File: config.mk
export PLATFORM = sky130hd
export DESIGN_NAME = sysctr_cmp
export DESIGN_NICKNAME = d
export VERILOG_FILES = /design/src/rtl/sysctr_pkg.sv /design/src/rtl/sysctr_counter.sv /design/src/rtl/sysctr_cmp_unit.sv /design/src/rtl/sysctr_readout.sv /design/src/rtl/sysctr_cmp.sv
export SDC_FILE = /design/constraint.sdc
export NUM_CORES = 1
export LEC_CHECK = 0
export ABC_AREA = 1
export BUFFER_PORTS_ARGS = -buffer_cell sky130_fd_sc_hd__buf_2
export CORE_ASPECT_RATIO = 1.75
export CORE_MARGIN = 2
export CORE_UTILIZATION = 65
export DETAILED_ROUTE_END_ITERATION = 12
export PLACE_DENSITY_LB_ADDON = 0.1
export SLEW_MARGIN = 20
export SYNTH_ARGS = -nofsm -noshare
export SYNTH_HDL_FRONTEND = slang
export SYNTH_SLANG_ARGS = --single-unit
File: constraint.sdc
create_clock -name clk -period 4.1 [get_ports clk]
set_input_delay 0.205 -clock clk [delete_from_list [all_inputs] [get_ports clk]]
set_output_delay 0.205 -clock clk [all_outputs]
set_load 0.05 [all_outputs]
File: src/rtl/sysctr_pkg.sv
`timescale 1ns/1ps
package sysctr_pkg;
   // byte offsets of the register map
   localparam int OFS_CNT_LO = 'h00;
   localparam int OFS_CNT_HI = 'h04;
   localparam int OFS_CMP_LO = 'h08;
   localparam int OFS_CMP_HI = 'h0C;
   localparam int OFS_CTRL   = 'h10;
   // control register bit positions
   localparam int CTRL_EN_BIT   = 0;
   localparam int CTRL_STAT_BIT = 2;
   localparam int MIN_ADDR_W    = 5;
endpackage

File: src/rtl/sysctr_counter.sv
`timescale 1ns/1ps
module sysctr_counter #(
   parameter int CNT_W = 56
) (
   input  logic             clk,
   input  logic             rst,
   input  logic             tick,
   output logic [CNT_W-1:0] cnt_o
);
   logic [CNT_W-1:0] cnt_q;

   always_ff @(posedge clk) begin
      if (rst)       cnt_q <= '0;
      else if (tick) cnt_q <= cnt_q + 1'b1;
   end

   assign cnt_o = cnt_q;

   p_cnt_step_r2: assert property (@(posedge clk) disable iff (rst)
      tick |=> (cnt_q == CNT_W'($past(cnt_q) + 1'b1)));
   p_cnt_hold_r2: assert property (@(posedge clk) disable iff (rst)
      !tick |=> $stable(cnt_q));
endmodule

File: src/rtl/sysctr_cmp_unit.sv
`timescale 1ns/1ps
module sysctr_cmp_unit #(
   parameter int CNT_W = 56,
   parameter int CMP_W = 64
) (
   input  logic             clk,
   input  logic             rst,
   input  logic             en_i,      // enable as registered now
   input  logic             en_next_i, // enable after this edge
   input  logic [CNT_W-1:0] cnt_i,
   input  logic [CMP_W-1:0] cmp_i,
   output logic             status_o
);
   logic [CMP_W-1:0] cnt_ext;
   logic             match;
   logic             status_q;

   generate
      if (CNT_W == CMP_W) begin : g_same
         assign cnt_ext = cnt_i;
      end else begin : g_pad
         assign cnt_ext = {{(CMP_W-CNT_W){1'b0}}, cnt_i};
      end
   endgenerate

   assign match = (cnt_ext >= cmp_i);

   always_ff @(posedge clk) begin
      if (rst) status_q <= 1'b0;
      else     status_q <= en_next_i & (status_q | (en_i & match));
   end

   assign status_o = status_q;

   p_quiet_off_r7: assert property (@(posedge clk) disable iff (rst)
      !en_i |-> !status_q);
   p_clear_r7: assert property (@(posedge clk) disable iff (rst)
      !en_next_i |=> !status_q);
   p_fire_r6: assert property (@(posedge clk) disable iff (rst)
      (en_i && en_next_i && match) |=> status_q);
   p_sticky_r6: assert property (@(posedge clk) disable iff (rst)
      (status_q && en_next_i) |=> status_q);
endmodule

File: src/rtl/sysctr_readout.sv
`timescale 1ns/1ps
module sysctr_readout
   import sysctr_pkg::*;
#(
   parameter int DATA_W = 32,
   parameter int CNT_W  = 56,
   parameter int ADDR_W = 5
) (
   input  logic              clk,
   input  logic              rst,
   input  logic              rd_en,
   input  logic [ADDR_W-1:0] addr,
   input  logic [CNT_W-1:0]  cnt_i,
   input  logic [DATA_W-1:0] cmp_lo_i,
   input  logic [CNT_W-DATA_W-1:0] cmp_hi_i,
   input  logic              en_i,
   input  logic              status_i,
   output logic [DATA_W-1:0] rdata
);
   localparam int HI_W = CNT_W - DATA_W;

   logic [HI_W-1:0] shadow_q;
   logic            lo_hit;

   assign lo_hit = rd_en && (addr == ADDR_W'(OFS_CNT_LO));

   always_ff @(posedge clk) begin
      if (rst)         shadow_q <= '0;
      else if (lo_hit) shadow_q <= cnt_i[CNT_W-1:DATA_W];
   end

   always_comb begin
      rdata = '0;
      if (rd_en) begin
         unique case (addr)
            ADDR_W'(OFS_CNT_LO): rdata = cnt_i[DATA_W-1:0];
            ADDR_W'(OFS_CNT_HI): rdata = DATA_W'(shadow_q);
            ADDR_W'(OFS_CMP_LO): rdata = cmp_lo_i;
            ADDR_W'(OFS_CMP_HI): rdata = DATA_W'(cmp_hi_i);
            ADDR_W'(OFS_CTRL): begin
               rdata[CTRL_EN_BIT]   = en_i;
               rdata[CTRL_STAT_BIT] = status_i;
            end
            default: rdata = '0;
         endcase
      end
   end

   p_shadow_hold_r3: assert property (@(posedge clk) disable iff (rst)
      !lo_hit |=> $stable(shadow_q));
   p_shadow_cap_r3: assert property (@(posedge clk) disable iff (rst)
      lo_hit |=> (shadow_q == $past(cnt_i[CNT_W-1:DATA_W])));
endmodule

File: src/rtl/sysctr_cmp.sv
`timescale 1ns/1ps
module sysctr_cmp
   import sysctr_pkg::*;
#(
   parameter int DATA_W = 32,
   parameter int CNT_W  = 56,
   parameter int CMP_W  = 64,
   parameter int ADDR_W = 5
) (
   input  logic              clk,
   input  logic              rst,
   input  logic              tick,
   input  logic              rd_en,
   input  logic              wr_en,
   input  logic [ADDR_W-1:0] addr,
   input  logic [DATA_W-1:0] wdata,
   output logic [DATA_W-1:0] rdata,
   output logic              irq
);
   localparam int HI_W = CNT_W - DATA_W;

   generate
      if (CMP_W != 2 * DATA_W) begin : g_bad_cmp
         $error("compare width must be two data words");
      end
      if (CNT_W <= DATA_W || CNT_W > CMP_W) begin : g_bad_cnt
         $error("counter width must lie above one word and within compare width");
      end
      if (DATA_W <= CTRL_STAT_BIT || ADDR_W < MIN_ADDR_W) begin : g_bad_bus
         $error("bus too narrow for register map");
      end
   endgenerate

   logic [CNT_W-1:0]  cnt;
   logic [DATA_W-1:0] cmp_lo_q;
   logic [HI_W-1:0]   cmp_hi_q;
   logic              en_q, en_d;
   logic              status;
   logic              wr_ctrl;
   logic [CMP_W-1:0]  cmp_full;
   logic              unused_wdata;

   assign wr_ctrl = wr_en && (addr == ADDR_W'(OFS_CTRL));
   assign en_d    = wr_ctrl ? wdata[CTRL_EN_BIT] : en_q;
   assign unused_wdata = ^wdata[DATA_W-1:HI_W];

   always_ff @(posedge clk) begin
      if (rst) begin
         cmp_lo_q <= '0;
         cmp_hi_q <= '0;
         en_q     <= 1'b0;
      end else begin
         en_q <= en_d;
         if (wr_en && addr == ADDR_W'(OFS_CMP_LO)) cmp_lo_q <= wdata;
         if (wr_en && addr == ADDR_W'(OFS_CMP_HI)) cmp_hi_q <= wdata[HI_W-1:0];
      end
   end

   assign cmp_full = CMP_W'({cmp_hi_q, cmp_lo_q});

   sysctr_counter #(.CNT_W(CNT_W)) u_counter (
      .clk(clk), .rst(rst), .tick(tick), .cnt_o(cnt)
   );

   sysctr_cmp_unit #(.CNT_W(CNT_W), .CMP_W(CMP_W)) u_cmp (
      .clk(clk), .rst(rst), .en_i(en_q), .en_next_i(en_d),
      .cnt_i(cnt), .cmp_i(cmp_full), .status_o(status)
   );

   sysctr_readout #(.DATA_W(DATA_W), .CNT_W(CNT_W), .ADDR_W(ADDR_W)) u_readout (
      .clk(clk), .rst(rst), .rd_en(rd_en), .addr(addr), .cnt_i(cnt),
      .cmp_lo_i(cmp_lo_q), .cmp_hi_i(cmp_hi_q), .en_i(en_q),
      .status_i(status), .rdata(rdata)
   );

   assign irq = status;

   p_ctrl_follow_r5: assert property (@(posedge clk) disable iff (rst)
      wr_ctrl |=> (en_q == $past(wdata[CTRL_EN_BIT])));
endmodule

==> impl_metrics.ini, run 1 <==
[status]
run_status = complete, no violations

[synthesis]
synth_ff_type = dfxtp_1
synth_cell_types = 40
syn-cell-area_um2 = 8030
yosys-top-cells-count = nand2_1 (188), inv_1 (158), dfxtp_1 (138), a21oi_1 (137), nor2_1 (128)
async_flop_share = 0
ys_seq_area_frac = 0.3440
syn_nets = 1257
synthCells = 1158
synth-seq-cells = 138
yosys-top-cells-area = dfxtp_1 (34%), ha_1 (8.9%), nand2_1 (8.8%)
synth_most_common_cell = nand2_1
synth_top_area_share = 0.3440
synth_top_cell_by_area = dfxtp_1
syn-mean-instance-area_um2 = 6.935
synth_edf_count = 0
yosys_warnings = 0

[global_route]
grt_max_degree = 64
grt_pass1_wl_um = 37570
track_usage = 0.3676
grt_remaining_overflow = 0
antenna_found_initial = 0
first_global_vias = 7794

[sta]
tightest_slew_ns = 0.9907
post-route-period-util = 0.5383
fmax_mhz = 453.1
skew_ns = 0.01145
timing.setup.tns_ns = 0
hold_violations = 0
finalSetupViolations = 0
period_minus_slack_ns = 2.207
relSlewSlack = 0.3379
slew_viol_final = 0
rsz0062_at_grt = false

[cts]
htreeDepth = 4
cts_resized = 0
clk_path_buf_depth = 2
numClockSinks = 138
cts_buffers = 17
clk_pin_slew_ns = 0.06
cts_tree = built
cts-root-buf = clkbuf_16
post_cts_buffers = 0
hold_buffers = 0
clock_latency_ns = 0.42

[worst_setup_path]
crit_buf_inv = 0
cp.depth = 12
cp_max_fo = 5
crit_top_cell = nand2_1
slowest_delay_ns = 0.45
critPathTopFamily = simple AND/OR/NAND/NOR gates
path_cells = ha_1 > nand3_2 > nor2_4 > nand2_4 > nor2_8 > nand3_4 > nor2_4 > nand2_1 > nor2_2 > nand2_1 > nand2_1 > nor2_1
ff2ff_path_depth = 12
required_ns = 4.41
critical_path_class = register to register
crit_arrival_ns = 2.52
critPathCaptureType = register
critPathLaunchType = register
critPathSlowestCell = dfxtp_1

[pwr]
power_leakage_nw = 3.763
peakVddDrop_uv = 298.0
powerDensity_nw_per_um2 = 342.3
total_power_mw = 3.113

[final_layout]
drive_gt1_frac = 0.1272
diodes = 0
syn_to_final_growth_pct = 13.28
design_area_um2 = 9096
fin_nets = 1312

[floorplanning]
initial_core_util = 0.6654
core-area_um2 = 12070
die_x_um = 88.02
ios = 75
die_area_um2 = 13290
rows = 53
die_y_um = 151.0

[routing]
drtIter0Drc = 533
avgRoutedWirePerCell_um = 16.99
detail_route.first_pass.iterations = 6
via_per_inst = 5.828
drt.antenna.violating_nets = 0
drc = 0
drt-total-wl_um = 23640
vias = 8107

[worst_hold_path]
hold_depth = 3
worstHoldPathType = input pin to register

[flow_run]
max_cap_violations = 0

[placement]
gp_congestion = 1.005
dpl_cell_area_um2 = 8481
dp_hpwl_um = 17060
portBuffers = 74
==> power breakdown <==
part,internal (mW),switching (mW)
combinational,0.0507,0.110
clock,0.975,0.617
sequential,1.35,0.00726
==> tightest hold or removal path: stages <==
cell,delay [ns]
buf_2,0.07
o21ai_0,0.07
a21oi_1,0.10
==> through the flow <==
| step | hold WS (ns) | setup WS, ns | util | std cells |
|---|---|---|---|---|
| after detailed placement | 0.4581 | 1.544 | 0.7027 | 1359 |
| final | 0.05841 | 1.893 | 0.7537 | 1391 |
| after global placement | 0.4596 | 1.689 | 0.7027 | 1359 |
| after global routing | 0.05854 | 1.707 | 0.7537 | 1391 |
| after floorplan | 0.3725 | 2.107 | - | 1158 |
| after CTS | 0.05729 | 1.857 | 0.7533 | 1391 |
==> sequential cells by signal, indices dropped and copies added (netlist names) <==
name                flops
u_readout.shadow_q     24
cmp_hi_q               24
u_cmp.status_o          1
cmp_lo_q               32
u_counter.cnt_o        56
en_q                    1
==> final cells by class <==
class / instances / area [µm²]
Fill cell: 1048 / 2973
Sequential cell: 138 / 2763
Clock inverter: 14 / 171.4
Inverter: 166 / 623.1
Clock buffer: 18 / 439.2
Timing Repair Buffer: 80 / 415.4
Tap cell: 165 / 206.4
Multi-Input combinational cell: 810 / 4478
==> worst paths after layout <==
path / startpoint / end / slack [ns]
hold / removal: wdata[25] / cmp_lo_q[25]$_SDFFE_PP0P_ / 0.06
hold reg to reg: en_q$_SDFF_PP0_ / u_cmp.status_o$_SDFF_PP0_ / 0.47
setup / recovery: u_counter.cnt_o[1]$_SDFFE_PP0P_ / u_counter.cnt_o[50]$_SDFFE_PP0P_ / 1.89
setup reg to reg: u_counter.cnt_o[1]$_SDFFE_PP0P_ / u_counter.cnt_o[50]$_SDFFE_PP0P_ / 1.89
==> layer usage <==
| layer | track usage | vias up | part of all wire |
|---|---|---|---|
| met4 | 0.2356 | 0 | 0.065 |
| li1 | - | 3978 | - |
| met2 | 0.6417 | 328 | 0.50 |
| met3 | 0.06322 | 92 | 0.051 |
| met5 | 0 | - | 0 |
| met1 | 0.4014 | 3709 | 0.38 |
==> logic make-up (layout without fill, tap and decap cells) <==
logic type,after synthesis,in the layout,share of synthesized area
and+or+nand+nor,438,438,0.2485
AOI/OAI and AO/OA,305,305,0.2085
xor gates and xnor gates,10,10,0.01091
adders and majority gates,57,57,0.08881
DFF,138,138,0.3440
buffers and inverters,210,278,0.09925
==> placed cells by master (no fill, tap or decap), types with 5 or more instances in the layout <==
master	Yosys	layout
a21o_1	5	5
a21oi_1	137	137
a221oi_1	24	24
buf_2	5	74
buf_4	0	6
clkbuf_16	0	17
dfxtp_1	138	138
ha_1	57	57
inv_1	158	156
inv_2	7	8
nand2_1	188	187
nand3_1	37	37
nand4_1	14	14
nor2_1	128	128
nor2_2	9	9
nor2_4	5	5
nor3_1	25	25
nor3_2	6	6
nor4_1	8	8
o21ai_0	107	107
o22ai_1	24	24
xor2_1	7	7
No activity file was read; power rests on OpenSTA's default activity.
==> run 2: changes to the inputs <==
Settings changed: CORE_UTILIZATION 65 to 60.
Clock period 4.1 ns to 2.25 ns, I/O delays scaled along.
==> impl_metrics.ini, run 2 (synthesized netlist as in run 1, its figures left out) <==
[placement]
gp_congestion = 1.060
dpl_cell_area_um2 = 8745
place_ws_ns = 0.09706
portBuffers = 74
dp_hpwl_um = 18990

[pwr]
powerDensity_nw_per_um2 = 589.7
peakVddDrop_uv = 509.2
power_leakage_nw = 4.035
total_power_mw = 5.703

[final_layout]
diodes = 0
layout_common_cells = nand2_1 (187), inv_1 (157), a21oi_1 (137)
largest_register_ffs = 56
mostFrequentLayoutCell = nand2_1
design_area_um2 = 9672
syn_to_final_growth_pct = 20.44
fin_nets = 1371
drive_gt1_frac = 0.1440

[floorplanning]
core-area_um2 = 13240
die_area_um2 = 14360
die_y_um = 157.0
die_x_um = 91.45
ios = 75
rows = 56
initial_core_util = 0.6064

[global_route]
grt_pass1_wl_um = 40140
met2_usage = 0.6502
grt_remaining_overflow = 0
first_global_vias = 8031
met1_usage = 0.3860
grt_max_degree = 61
track_usage = 0.3598
busiest_layer = met2
antenna_found_initial = 0
grt_use_met3 = 0.05457

[worst_setup_path]
crit_start = u_counter.cnt_o[1]$_SDFFE_PP0P_
cp_max_fo = 5
critPathTopFamily = simple AND/OR/NAND/NOR gates
critPathCaptureType = register
reg2reg_setup_slack_ns = 0.15
slowest_delay_ns = 0.39
path_cells = ha_1 > nand3_2 > nor2_4 > nand2_4 > nor2_8 > nand3_4 > nor2_4 > nand2_1 > nor2_2 > nand2_1 > nand2_1 > nor2_1
cp.depth = 12
r2r_end = u_counter.cnt_o[50]$_SDFFE_PP0P_
required_ns = 2.57
critical_path_class = register to register
crit_buf_inv = 0
crit_arrival_ns = 2.42
crit_top_cell = nand2_1
ff2ff_path_depth = 12
critPathLaunchType = register
worstReg2RegStart = u_counter.cnt_o[1]$_SDFFE_PP0P_
critPathSlowestCell = dfxtp_2
cp-endpoint = u_counter.cnt_o[50]$_SDFFE_PP0P_

[worst_hold_path]
min_from = wdata[29]
hold_depth = 3
worstHoldPathType = input pin to register

[sta]
period_minus_slack_ns = 2.098
tightest_slew_ns = 0.5981
fmax_mhz = 476.7
timing.setup.tns_ns = 0
hold_violations = 1
skew_ns = 0.009631
post-route-period-util = 0.9324
finalSetupViolations = 0
relSlewSlack = 0.5976
rsz0062_at_grt = false
setup_slack_ns = 0.1522
fin_hold_ws_ns = -0.001563
slew_viol_final = 0

[cts]
cts_tree = built
post_cts_buffers = 0
clk_path_buf_depth = 2
cts-root-buf = clkbuf_16
htreeDepth = 4
clk_pin_slew_ns = 0.06
cts_buffers = 17
clock_latency_ns = 0.43
numClockSinks = 138

[status]
violations = hold timing
run_status = complete, but fails checks

[routing]
drtIter0Drc = 671
drt.antenna.violating_nets = 0
avgRoutedWirePerCell_um = 17.75
detail_route.first_pass.iterations = 6
via_per_inst = 5.759
vias = 8403
drc = 0
drt-total-wl_um = 25900

[flow_run]
max_cap_violations = 0
[run 2: worst min-delay path by stage]
stage	endpoint
after floorplan	cmp_lo_q[0]$_SDFFE_PP0P_
after global placement	cmp_lo_q[29]$_SDFFE_PP0P_
after detailed placement	cmp_lo_q[31]$_SDFFE_PP0P_
after CTS	cmp_lo_q[29]$_SDFFE_PP0P_
after global routing	cmp_lo_q[29]$_SDFFE_PP0P_
final	cmp_lo_q[29]$_SDFFE_PP0P_
[run 2: report_power, final]
group / internal [mW] / leakage [nW] / switching [mW]
Clock: 1.73 / 0.282 / 1.15
Sequential: 2.47 / 1.11 / 0.0130
Combinational: 0.137 / 2.64 / 0.211
[run 2: tightest hold or removal path, stage by stage]
cell     delay, ns
buf_2         0.07
o21ai_0       0.07
a21oi_1       0.12
[run 2: layout make-up]
| class | count | area [µm²] |
|---|---|---|
| repair buffers | 139 | 988.4 |
| multi-input cells | 810 | 4473 |
| inverters | 166 | 623.1 |
| clock inverters | 12 | 137.6 |
| flip-flops and latches | 138 | 2765 |
| fillers | 1153 | 3571 |
| clock buffers | 20 | 466.7 |
| well taps | 174 | 217.7 |
[run 2: metrics by stage]
| step | hold slack (ns) | util | cells |
|---|---|---|---|
| after detailed placement | 0.4022 | 0.6603 | 1395 |
| after CTS | 0.002565 | 0.7302 | 1459 |
| final | -0.001563 | 0.7303 | 1459 |
| after global placement | 0.3972 | 0.6603 | 1395 |
| after floorplan | 0.2800 | - | 1158 |
| after global routing | 0.02004 | 0.7303 | 1459 |
[run 2: per-layer routing]
layer | vias to the layer above | share of wire
li1 | 4103 | -
met1 | 3862 | 0.37
met2 | 346 | 0.51
met3 | 92 | 0.054
met4 | 0 | 0.065
met5 | - | 0
[run 2: timing repair]
action | 4_1_cts | 5_1_grt
hold buffers | 32 | 0
endpoints found under the hold margin | 49 | 0
resized for setup | 0 | 2
setup endpoints to repair | 0 | 1
